`src/rtl/lcd_cmd_pkg.sv`:
```
// Package: shared decoded-instruction type for the display controller.
// Assumes all instruction formats are 8 bits wide.
package lcd_cmd_pkg;
    typedef enum logic [3:0] {
        OP_NONE,
        OP_DISP,
        OP_START,
        OP_PAGE,
        OP_COL,
        OP_ADC,
        OP_STATIC,
        OP_DUTY,
        OP_RMW_ON,
        OP_RMW_OFF,
        OP_SRESET
    } op_e;
endpackage

```
`src/rtl/lcd_instr_decode.sv`:
```
// Module: combinational instruction classifier.
// Splits an 8-bit instruction into an operation and its argument fields.
// Assumes nothing about timing; unknown codes map to OP_NONE.
module lcd_instr_decode
    import lcd_cmd_pkg::*;
(
    input  logic [7:0] code,
    output op_e        op,
    output logic [4:0] line_arg,
    output logic [1:0] page_arg,
    output logic [6:0] col_arg,
    output logic       flag_arg
);
    // field extraction is fixed by the instruction formats
    assign line_arg = code[4:0];
    assign page_arg = code[1:0];
    assign col_arg  = code[6:0];
    assign flag_arg = code[0];

    // classify the opcode; anything unmatched is ignored downstream
    always_comb begin
        casez (code)
            8'b0???_????: op = OP_COL;
            8'b1010_111?: op = OP_DISP;
            8'b110?_????: op = OP_START;
            8'b1011_10??: op = OP_PAGE;
            8'b1010_000?: op = OP_ADC;
            8'b1010_010?: op = OP_STATIC;
            8'b1010_100?: op = OP_DUTY;
            8'b1110_0000: op = OP_RMW_ON;
            8'b1110_1110: op = OP_RMW_OFF;
            8'b1110_0010: op = OP_SRESET;
            default:      op = OP_NONE;
        endcase
    end
endmodule

```
`src/rtl/lcd_ctrl_regs.sv`:
```
// Module: display control registers and soft-reset busy timer.
// Assumes instr_wr is already qualified with "not busy".
module lcd_ctrl_regs
    import lcd_cmd_pkg::*;
#(
    parameter int RESET_CYCLES = 8
) (
    input  logic       clk,
    input  logic       rst_n,
    input  logic       instr_wr,
    input  op_e        op,
    input  logic [4:0] line_arg,
    input  logic       flag_arg,
    output logic       disp_on,
    output logic [4:0] start_line,
    output logic       adc_rev,
    output logic       static_drive,
    output logic       duty_32,
    output logic       busy
);
    localparam int CNT_W = $clog2(RESET_CYCLES + 1);

    logic [CNT_W-1:0] busy_cnt;

    // load the single-bit mode registers and the start line
    always_ff @(posedge clk) begin
        if (!rst_n) begin
            disp_on      <= 1'b0;
            start_line   <= '0;
            adc_rev      <= 1'b0;
            static_drive <= 1'b0;
            duty_32      <= 1'b0;
        end else if (instr_wr) begin
            case (op)
                OP_DISP:   disp_on      <= flag_arg;
                OP_START:  start_line   <= line_arg;
                OP_ADC:    adc_rev      <= flag_arg;
                OP_STATIC: static_drive <= flag_arg;
                OP_DUTY:   duty_32      <= flag_arg;
                OP_SRESET: start_line   <= '0;
                default:   ;
            endcase
        end
    end

    // count down the busy window opened by the soft reset instruction
    always_ff @(posedge clk) begin
        if (!rst_n)
            busy_cnt <= '0;
        else if (instr_wr && op == OP_SRESET)
            busy_cnt <= CNT_W'(RESET_CYCLES);
        else if (busy_cnt != '0)
            busy_cnt <= busy_cnt - 1'b1;
    end

    assign busy = (busy_cnt != '0);

    // soft reset opens the busy window and clears the start line
    a_r9_reset_goes_busy: assert property (@(posedge clk) disable iff (!rst_n)
        (instr_wr && op == OP_SRESET) |=> (busy && start_line == 5'd0));

    // no accepted instruction can occur while busy is set
    a_r9_no_instr_when_busy: assert property (@(posedge clk) disable iff (!rst_n)
        busy |-> !instr_wr);
endmodule

```
`src/rtl/lcd_addr_ctrl.sv`:
```
// Module: page/column pointer, read-modify-write mode and read prefetch latch.
// Assumes the strobes are already qualified with "not busy" and that the
// memory read port returns the byte at (page, col) combinationally.
module lcd_addr_ctrl
    import lcd_cmd_pkg::*;
#(
    parameter int COLS  = 80,
    parameter int PAGES = 4
) (
    input  logic                      clk,
    input  logic                      rst_n,
    input  logic                      instr_wr,
    input  logic                      data_wr,
    input  logic                      data_rd,
    input  op_e                       op,
    input  logic [1:0]                page_arg,
    input  logic [6:0]                col_arg,
    input  logic [7:0]                ram_q,
    output logic [$clog2(PAGES)-1:0]  page,
    output logic [$clog2(COLS)-1:0]   col,
    output logic                      rmw,
    output logic [7:0]                rd_latch
);
    localparam int PAGE_W  = $clog2(PAGES);
    localparam int COL_W   = $clog2(COLS);
    localparam int COL_MAX = COLS - 1;

    logic [COL_W-1:0] col_inc;
    logic [COL_W-1:0] col_set;

    // saturating increment and clamped column load value
    assign col_inc = (int'(col) >= COL_MAX) ? COL_W'(COL_MAX) : col + COL_W'(1);
    assign col_set = (int'(col_arg) > COL_MAX) ? COL_W'(COL_MAX) : COL_W'(col_arg);

    // page and column pointer updates
    always_ff @(posedge clk) begin
        if (!rst_n) begin
            page <= '0;
            col  <= '0;
        end else if (instr_wr) begin
            case (op)
                OP_PAGE:   page <= page_arg[PAGE_W-1:0];
                OP_COL:    col  <= col_set;
                OP_SRESET: begin
                    page <= '0;
                    col  <= '0;
                end
                default: ;
            endcase
        end else if (data_wr || (data_rd && !rmw)) begin
            col <= col_inc;
        end
    end

    // read-modify-write mode flag
    always_ff @(posedge clk) begin
        if (!rst_n)
            rmw <= 1'b0;
        else if (instr_wr && op == OP_RMW_ON)
            rmw <= 1'b1;
        else if (instr_wr && op == OP_RMW_OFF)
            rmw <= 1'b0;
    end

    // prefetch latch: filled on reads, emptied when the address or data changes
    always_ff @(posedge clk) begin
        if (!rst_n)
            rd_latch <= 8'h00;
        else if (data_rd)
            rd_latch <= ram_q;
        else if (data_wr)
            rd_latch <= 8'h00;
        else if (instr_wr && (op == OP_PAGE || op == OP_COL || op == OP_SRESET))
            rd_latch <= 8'h00;
    end

    // the column pointer never leaves the valid range
    a_r4_col_in_range: assert property (@(posedge clk) disable iff (!rst_n)
        int'(col) <= COL_MAX);

    // a data write below the last column moves the column on by one
    a_r5_write_advance: assert property (@(posedge clk) disable iff (!rst_n)
        (data_wr && int'(col) < COL_MAX) |=> (col == $past(col) + COL_W'(1)));

    // a normal data read below the last column moves the column on by one
    a_r6_read_advance: assert property (@(posedge clk) disable iff (!rst_n)
        (data_rd && !rmw && int'(col) < COL_MAX) |=> (col == $past(col) + COL_W'(1)));

    // reads in read-modify-write mode leave the column alone
    a_r7_rmw_read_hold: assert property (@(posedge clk) disable iff (!rst_n)
        (data_rd && rmw) |=> $stable(col));
endmodule

```
`src/rtl/lcd_dram.sv`:
```
// Module: display memory, one write port, one controller read port and one
// scan read port. Assumes the controller never presents a column >= COLS;
// the scan port returns 0 for such a column.
module lcd_dram #(
    parameter int COLS  = 80,
    parameter int PAGES = 4
) (
    input  logic                     clk,
    input  logic                     we,
    input  logic [$clog2(PAGES)-1:0] wr_page,
    input  logic [$clog2(COLS)-1:0]  wr_col,
    input  logic [7:0]               wdata,
    output logic [7:0]               rd_q,
    input  logic [$clog2(PAGES)-1:0] scan_page,
    input  logic [$clog2(COLS)-1:0]  scan_col,
    output logic [7:0]               scan_q
);
    localparam int DEPTH  = COLS * PAGES;
    localparam int ADDR_W = $clog2(DEPTH);

    logic [7:0]        mem [DEPTH];
    logic [ADDR_W-1:0] ctl_idx;
    logic [ADDR_W-1:0] scan_idx;

    assign ctl_idx  = ADDR_W'(int'(wr_page) * COLS + int'(wr_col));
    assign scan_idx = ADDR_W'(int'(scan_page) * COLS + int'(scan_col));

    // store a byte at the controller address
    always_ff @(posedge clk) begin
        if (we)
            mem[ctl_idx] <= wdata;
    end

    assign rd_q   = mem[ctl_idx];
    assign scan_q = (int'(scan_col) < COLS) ? mem[scan_idx] : 8'h00;
endmodule

```
`src/rtl/lcd_cmd_decoder.sv`:
```
// Module: top of the display controller instruction/address engine.
// Qualifies host transfers, builds the status byte and registers the read
// result. Assumes xfer_valid is a one-cycle strobe per transfer.
module lcd_cmd_decoder
    import lcd_cmd_pkg::*;
#(
    parameter int COLS         = 80,
    parameter int PAGES        = 4,
    parameter int RESET_CYCLES = 8
) (
    input  logic                     clk,
    input  logic                     rst_n,
    input  logic                     xfer_valid,
    input  logic                     xfer_data,
    input  logic                     xfer_read,
    input  logic [7:0]               wdata,
    output logic [7:0]               rdata,
    output logic                     disp_on,
    output logic [4:0]               start_line,
    output logic                     adc_rev,
    output logic                     static_drive,
    output logic                     duty_32,
    input  logic [$clog2(PAGES)-1:0] scan_page,
    input  logic [$clog2(COLS)-1:0]  scan_col,
    output logic [7:0]               scan_data
);
    localparam int PAGE_W = $clog2(PAGES);
    localparam int COL_W  = $clog2(COLS);

    op_e              op;
    logic [4:0]       line_arg;
    logic [1:0]       page_arg;
    logic [6:0]       col_arg;
    logic             flag_arg;
    logic             busy;
    logic             instr_wr, data_wr, data_rd, stat_rd;
    logic [PAGE_W-1:0] page;
    logic [COL_W-1:0]  col;
    logic             rmw;
    logic [7:0]       rd_latch;
    logic [7:0]       ram_q;
    logic [7:0]       status;

    // transfer qualification: only status reads pass while busy
    assign instr_wr = xfer_valid && !busy && !xfer_data && !xfer_read;
    assign data_wr  = xfer_valid && !busy &&  xfer_data && !xfer_read;
    assign data_rd  = xfer_valid && !busy &&  xfer_data &&  xfer_read;
    assign stat_rd  = xfer_valid && !xfer_data && xfer_read;

    assign status = {busy, !adc_rev, !disp_on, busy, 4'b0000};

    lcd_instr_decode u_dec (
        .code     (wdata),
        .op       (op),
        .line_arg (line_arg),
        .page_arg (page_arg),
        .col_arg  (col_arg),
        .flag_arg (flag_arg)
    );

    lcd_ctrl_regs #(.RESET_CYCLES(RESET_CYCLES)) u_regs (
        .clk          (clk),
        .rst_n        (rst_n),
        .instr_wr     (instr_wr),
        .op           (op),
        .line_arg     (line_arg),
        .flag_arg     (flag_arg),
        .disp_on      (disp_on),
        .start_line   (start_line),
        .adc_rev      (adc_rev),
        .static_drive (static_drive),
        .duty_32      (duty_32),
        .busy         (busy)
    );

    lcd_addr_ctrl #(.COLS(COLS), .PAGES(PAGES)) u_addr (
        .clk      (clk),
        .rst_n    (rst_n),
        .instr_wr (instr_wr),
        .data_wr  (data_wr),
        .data_rd  (data_rd),
        .op       (op),
        .page_arg (page_arg),
        .col_arg  (col_arg),
        .ram_q    (ram_q),
        .page     (page),
        .col      (col),
        .rmw      (rmw),
        .rd_latch (rd_latch)
    );

    lcd_dram #(.COLS(COLS), .PAGES(PAGES)) u_ram (
        .clk       (clk),
        .we        (data_wr),
        .wr_page   (page),
        .wr_col    (col),
        .wdata     (wdata),
        .rd_q      (ram_q),
        .scan_page (scan_page),
        .scan_col  (scan_col),
        .scan_q    (scan_data)
    );

    // register the byte returned to the host
    always_ff @(posedge clk) begin
        if (!rst_n)
            rdata <= 8'h00;
        else if (stat_rd)
            rdata <= status;
        else if (data_rd)
            rdata <= rd_latch;
    end

    // the low status nibble always reads zero
    a_r8_status_low_zero: assert property (@(posedge clk) disable iff (!rst_n)
        stat_rd |=> (rdata[3:0] == 4'h0));

    // busy and resetting flags travel together in the status byte
    a_r8_status_flags: assert property (@(posedge clk) disable iff (!rst_n)
        stat_rd |=> (rdata[7] == rdata[4]));
endmodule

```
`config.mk`:
```
export PLATFORM = sky130hd
export DESIGN_NAME = lcd_cmd_decoder
export DESIGN_NICKNAME = d
export VERILOG_FILES = /design/src/rtl/lcd_cmd_pkg.sv /design/src/rtl/lcd_instr_decode.sv /design/src/rtl/lcd_ctrl_regs.sv /design/src/rtl/lcd_addr_ctrl.sv /design/src/rtl/lcd_dram.sv /design/src/rtl/lcd_cmd_decoder.sv
export SDC_FILE = /design/constraint.sdc
export NUM_CORES = 2
export LEC_CHECK = 0
export CAP_MARGIN = 40
export CORE_MARGIN = 3
export CORE_UTILIZATION = 40
export CTS_CLUSTER_DIAMETER = 40
export DETAILED_ROUTE_END_ITERATION = 8
export PLACE_DENSITY_LB_ADDON = 0.12
export SLEW_MARGIN = 20
export SYNTH_ARGS = -nofsm -noshare
export SYNTH_HDL_FRONTEND = slang
export SYNTH_HIERARCHICAL = 1
export SYNTH_SLANG_ARGS = --single-unit
```
`constraint.sdc`:
```
create_clock -name clk -period 4.2 [get_ports clk]
set_input_delay 0.63 -clock clk [delete_from_list [all_inputs] [get_ports clk]]
set_output_delay 0.63 -clock clk [all_outputs]
set_load 0.01 [all_outputs]
```
# Word level (Yosys, flattened, before mapping)
# Memory sizes are Yosys's and may differ from the RTL's.
# Index checks and enable logic that the tools add are counted.
# Widths: inputs -> output; s select.
# classes
add_sub_neg	4
n_mul	2
order_cmp	3
n_eq_ne	20
mux	20
n_bitwise	2
reduce_logical	39
# op_table
cell	n
$mux 8	6
$pmux 4 s10	1
$eq 7x7->1 const B	4
$mux 7	4
$eq 8x8->1 const B	3
$add 9x8->9	2
$eq 4x3->1 const B	4
$pmux 7 s2	1
$reduce_and 2->1	7
$logic_and 1x1->1	13
$eq 4x4->1 const B	3
$reduce_bool 2->1	6
$mul 2x3->5 const B	2
$pmux 5 s2	1
$eq 4x2->1 const B	2
$mux 4	2
$add 7x1->7 const B	1
$ge 7x7->1 const B	1
$gt 7x7->1 const B	1
$lt 7x7->1 const B	1
$eq 6x6->1 const B	1
$logic_not 1->1	6
$eq 4x1->1 const B	1
$mux 1	4
9 further kinds	13
# totals
ff_bits	39
ramBits	2560
in_bits	22
output_inout_bits	25
n_memories	1
# memory_table
memory	depth	word_bits	rd	rd_clocked_by_memory_dff	wr	line	text
u_ram.mem	320	8	2	0	1	lcd_dram.sv:21	logic [7:0] mem [DEPTH];

# Depth between registers and ports, before layout
# logic_depth
depth_word	9
depth_mapped	16

# Modules after synthesis
# Netlist, hierarchy kept.
# modules_own_cells
module	instances	cells_each	area_per_inst_um2
lcd_dram	1	5839	119429.5
lcd_addr_ctrl	1	127	1078.5
lcd_ctrl_regs	1	62	620.6
lcd_cmd_decoder	1	41	392.9
lcd_instr_decode	1	36	244.0

# Least setup slack after synthesis
# No wires, ideal clock.
# synth_timing
path_kind	input to output
from	in scan_col[0]
to	out scan_data[0]
t_arrival_ns	3.202
required_time_ns	3.570
slack_ns	0.368
cell_stages	8
path_buffers	3
cell_sequence	buf_2 > clkbuf_1 > buf_1 > mux4_2 > mux4_2 > o22ai_1 > nor3_1 > or3_1
# synth_via
elab_chain_cells	3
elab_cells_between_ends	4
classes_between	add/sub: 1; order compare: 1; mux: 1; memory: 1
# synth_rtl
item	line	text
start: declaration	lcd_cmd_decoder.sv:24	input logic [$clog2(COLS)-1:0] scan_col,
$add 9x8->9	lcd_dram.sv:26	assign scan_idx = ADDR_W'(int'(scan_page) * COLS + int'(scan_col));
$mem_v2 320x8	n/a	
$mux 8 *	lcd_dram.sv:35	assign scan_q = (int'(scan_col) < COLS) ? mem[scan_idx] : 8'h00;
end: declaration	lcd_cmd_decoder.sv:25	output logic [7:0] scan_data
# Every way passes the cells marked *; elsewhere a longest branch is shown, timed or not.

# Worst setup path in the final report
# Same ends and word-level chain as after synthesis.

==> impl_results.md <==
- Status: finished, violations left
- Violations in the final reports: negative setup slack
- CORE AREA: 0.3013 mm^2
- Final #Nets: 7211
- Yosys top cell area share: 0.6313
- Startpoint types: input pin
- Relative slew margins: 0.1752
- MaxCap Viol Count: 0
- Mean post-synth cell area: 19.95 um^2
- DRT iter0 DRCs: 9991
- Crit path setup slack, layout: -0.002622 ns
- CP peak stage delay: 0.53 ns
- Final Max Slew Viols: 0
- Net Switching: 22940 uW
- Number of buffers created by CTS: 431
- Synth area leaders: edfxtp_1 (63%), mux4_2 (26%), mux2i_1 (1.8%), nor2_1 (1.1%), clkbuf_1 (0.69%)
- Post-place setup slack: -1.468 ns
- Clock root cell: clkbuf_16
- Power share of the combinational group: 0.199
- Cell area after layout: 0.1518 mm^2
- Synth Area in Simple Gates: 0.02885
- Final hold violation count: 0
- Commonest non-fill, non-tap cell in the layout: edfxtp_1
- HPWL after DPL: 317.1 mm
- Number of warnings issued by yosys: 6
- CTS tree: done
- Share of cells above drive strength 1: 0.4523
- Critical path launch point: scan_col[0]
- Post-DP Area: 0.1350 mm^2
- Internal Power: 58060 uW
- Reg2reg path depth: 12
- Yosys reg bits: 2599
- # setup viols final: 1
- Tot GR Track Use: 0.2868
- Measured slew at the worst slew-check pin: 1.237 ns
- Layout area overhead: 24.63%
- Hold depth: 1
- Critical hold path startpoint: wdata[0]
- Detailed-route via count: 73530
- Post-Synth XOR/XNOR Area: 0.0009967
- Synthesized area: 0.1218 mm^2
- CP cell instances: buf_16 -> buf_16 -> bufbuf_16 -> mux4_2 -> mux4_2 -> o22ai_4 -> nor4_4 -> or3_4 -> buf_6
- Maximum VDD drop: 0.0004465 V
- Fillers: 24320
- Post-synthesis cell count: 6105
- DRT Pass-1 Iters: 5
- Lkg Pwr: 0.04918 uW
- Asr flop ratio synth: 0
- Seq/Total Area, Yosys: 0.6377
- Die Span Y: 557.7 um
- Ports: 47
- RSZ-0062 raised after global routing: true
- Main synth FF type: edfxtp_1
- Post-Syn Nets: 6138
- Mux contribution to synthesized area: 0.2782
- Die W: 557.7 um
- H-tree levels: 5
- Most frequent cells in the layout: edfxtp_1 (2560), mux4_2 (1399), buf_4 (909)
- Worst-path clk slew: 0.05 ns
- Critical Path End Type: output port
- CTS Buffer Depth: 4
- Flop pwr share: 0.354
- Switching part of the total: 0.2832
- Area of the multi-input gates: 0.04263 mm^2
- Main combinational cell family by area after synthesis: multiplexers
- IO Port Bufs: 46
- Crit path max fanout: 12
- Clock Sinks: 2599
- Final worst-path cycle share: 1.001
- Vias in the first global route: 74250
- Initial antenna violation count: 27
- First-pass GRT wire length: 617.0 mm
- Hold WC Path Type: input pin to flip-flop
- Adder-Cell Fraction of Synth Area: 0.001254
- Drc violations: 0
- Data required, critical path: 3.57 ns
- Wirelength per Cell: 38.79 um
- Latest clock arrival within the worst-skew pair: 0.97 ns
- GR Overflow Total: 0
- DIE AREA: 0.3111 mm^2
- Num rows: 201
- Clock Skew: 0.04431 ns
- Tmin final: 4.203 ns
- Avg Vias per Cell: 6.379
- Yosys top cell by area: edfxtp_1
- Initial Util: 0.4042
- Routability cong.: 0.9752
- Fmax: 0.2379 GHz
- Yosys cell types: 89
- Clk pwr share: 0.447
- PwrDens: 533.8 mW/mm^2
- Reg2Reg Launch Point: u_addr/page[0]$_SDFFE_PN0P_
- WL final: 447.2 mm
- Largest net degree at the start of global routing: 173
- Hold slack: 0.05935 ns
- Sequential Area: 0.07767 mm^2
- ANT nets after route: 0
- CP arrival: 3.57 ns
- Synth Area in Compound Gates: 0.03200
- CP Class: input pin to output port
- Slowest cell on the critical path: mux4_2
- Post-synth EDFFs: 2560
[stage by stage]
step	total power (uW)	utilization	setup TNS (ns)	cells
after global routing	83070	0.5036	-0.1650	11510
after floorplan	37100	-	0	6105
final	81000	0.5037	-0.002622	11530
after detailed placement	44900	0.4482	-10.13	10670
after CTS	81270	0.5019	-0.1804	11500
after global placement	44830	0.4473	-12.11	10660
[layer usage]
| metal | up-vias | routed length, um | GRT usage |
|---|---|---|---|
| met4 | 14 | 22710 | 0.1272 |
| li1 | 28920 | - | - |
| met3 | 816 | 42200 | 0.06194 |
| met5 | - | 92 | 0 |
| met2 | 3938 | 206700 | 0.4410 |
| met1 | 39840 | 175500 | 0.3948 |
[sequential cells by signal, summed over array words and instances (netlist names), 2 cells and up]
name and count:
u_regs/busy_cnt 4, u_addr/col 7, u_ram/mem 2560, u_addr/rd_latch 8, u_addr/page 2, u_regs/start_line 5
rdata 8
[what timing repair did]
action | in CTS | in global routing
hold buffers | 2 | 0
endpoints found under the hold margin | 9 | 0
gates cloned | 8 | 0
gates resized for setup | 195 | 56
buffers inserted | 28 | 12
endpoints found under the setup margin | 11 | 8
pin swaps | 39 | 29
[logic make-up (layout without fill, tap and decap cells)]
| family | count (synthesis) | after routing |
|---|---|---|
| adders and majority gates | 11 | 11 |
| DFF | 2599 | 2599 |
| and+or+nand+nor | 781 | 781 |
| other | 0 | 15 |
| buffers and inverters | 537 | 1986 |
| xor gates and xnor gates | 13 | 13 |
| AOI/OAI and AO/OA | 537 | 537 |
| muxes | 1627 | 1627 |
[path summary, 6_finish.rpt]
check	end	slack, ns
setup reg to reg	u_addr/rd_latch[7]$_SDFFE_PN0P_	0.02
hold / removal	u_ram/mem[237][0]$_DFFE_PP_	0.06
setup / recovery	scan_data[0]	-0.003
hold reg to reg	u_regs/static_drive$_SDFFE_PN0P_	0.46
[synthesized netlist by cell type, types with 6 or more instances]
cell	number
o31ai_1	17
a21boi_0	25
nand3b_1	9
nand2b_1	16
o211ai_1	14
nand4_1	15
nand2_1	189
or3_1	11
nand3_1	72
o311ai_0	6
and3_1	6
o21ai_0	46
and2_1	9
a211oi_1	21
edfxtp_1	2560
o22ai_1	89
buf_6	10
clkbuf_1	225
buf_1	70
a31oi_1	19
nor4_1	16
a22oi_1	72
mux4_2	1399
a32oi_1	17
buf_2	137
dfxtp_1	39
mux2i_1	218
ha_1	9
o221ai_1	65
a21oi_1	58
a221oi_1	19
buf_4	71
nor2_1	358
nor3_1	24
xor2_1	7
nor2b_1	22
inv_1	18
a22o_1	16
[power groups by stage]
stage	clock (uW)	sequential, uW	combinational [uW]
CTS	36600	28700	15900
floorplan	0	29100	7970
finish	36200	28700	16100
global route	37900	28700	16500
detailed placement	0	29300	15600
global placement	0	29300	15600
[critical path, delay by kind of cell]
kind	cells	cell delay (ns)
AO/OA/AOI/OAI	1	0.32
buffers and inverters	4	0.84
multiplexers	2	1.06
AND/OR/NAND/NOR	2	0.64
[cell type report]
type / count / area share
well taps: 3958 / 0.03263
flip-flops and latches: 2599 / 0.5118
diodes: 15 / 0.0002473
clock inverters: 340 / 0.02673
inverters: 23 / 0.0007338
repair buffers: 1154 / 0.07465
multi-input cells: 2969 / 0.2809
clock buffers: 469 / 0.07229
(Power assumes the default switching activity.)
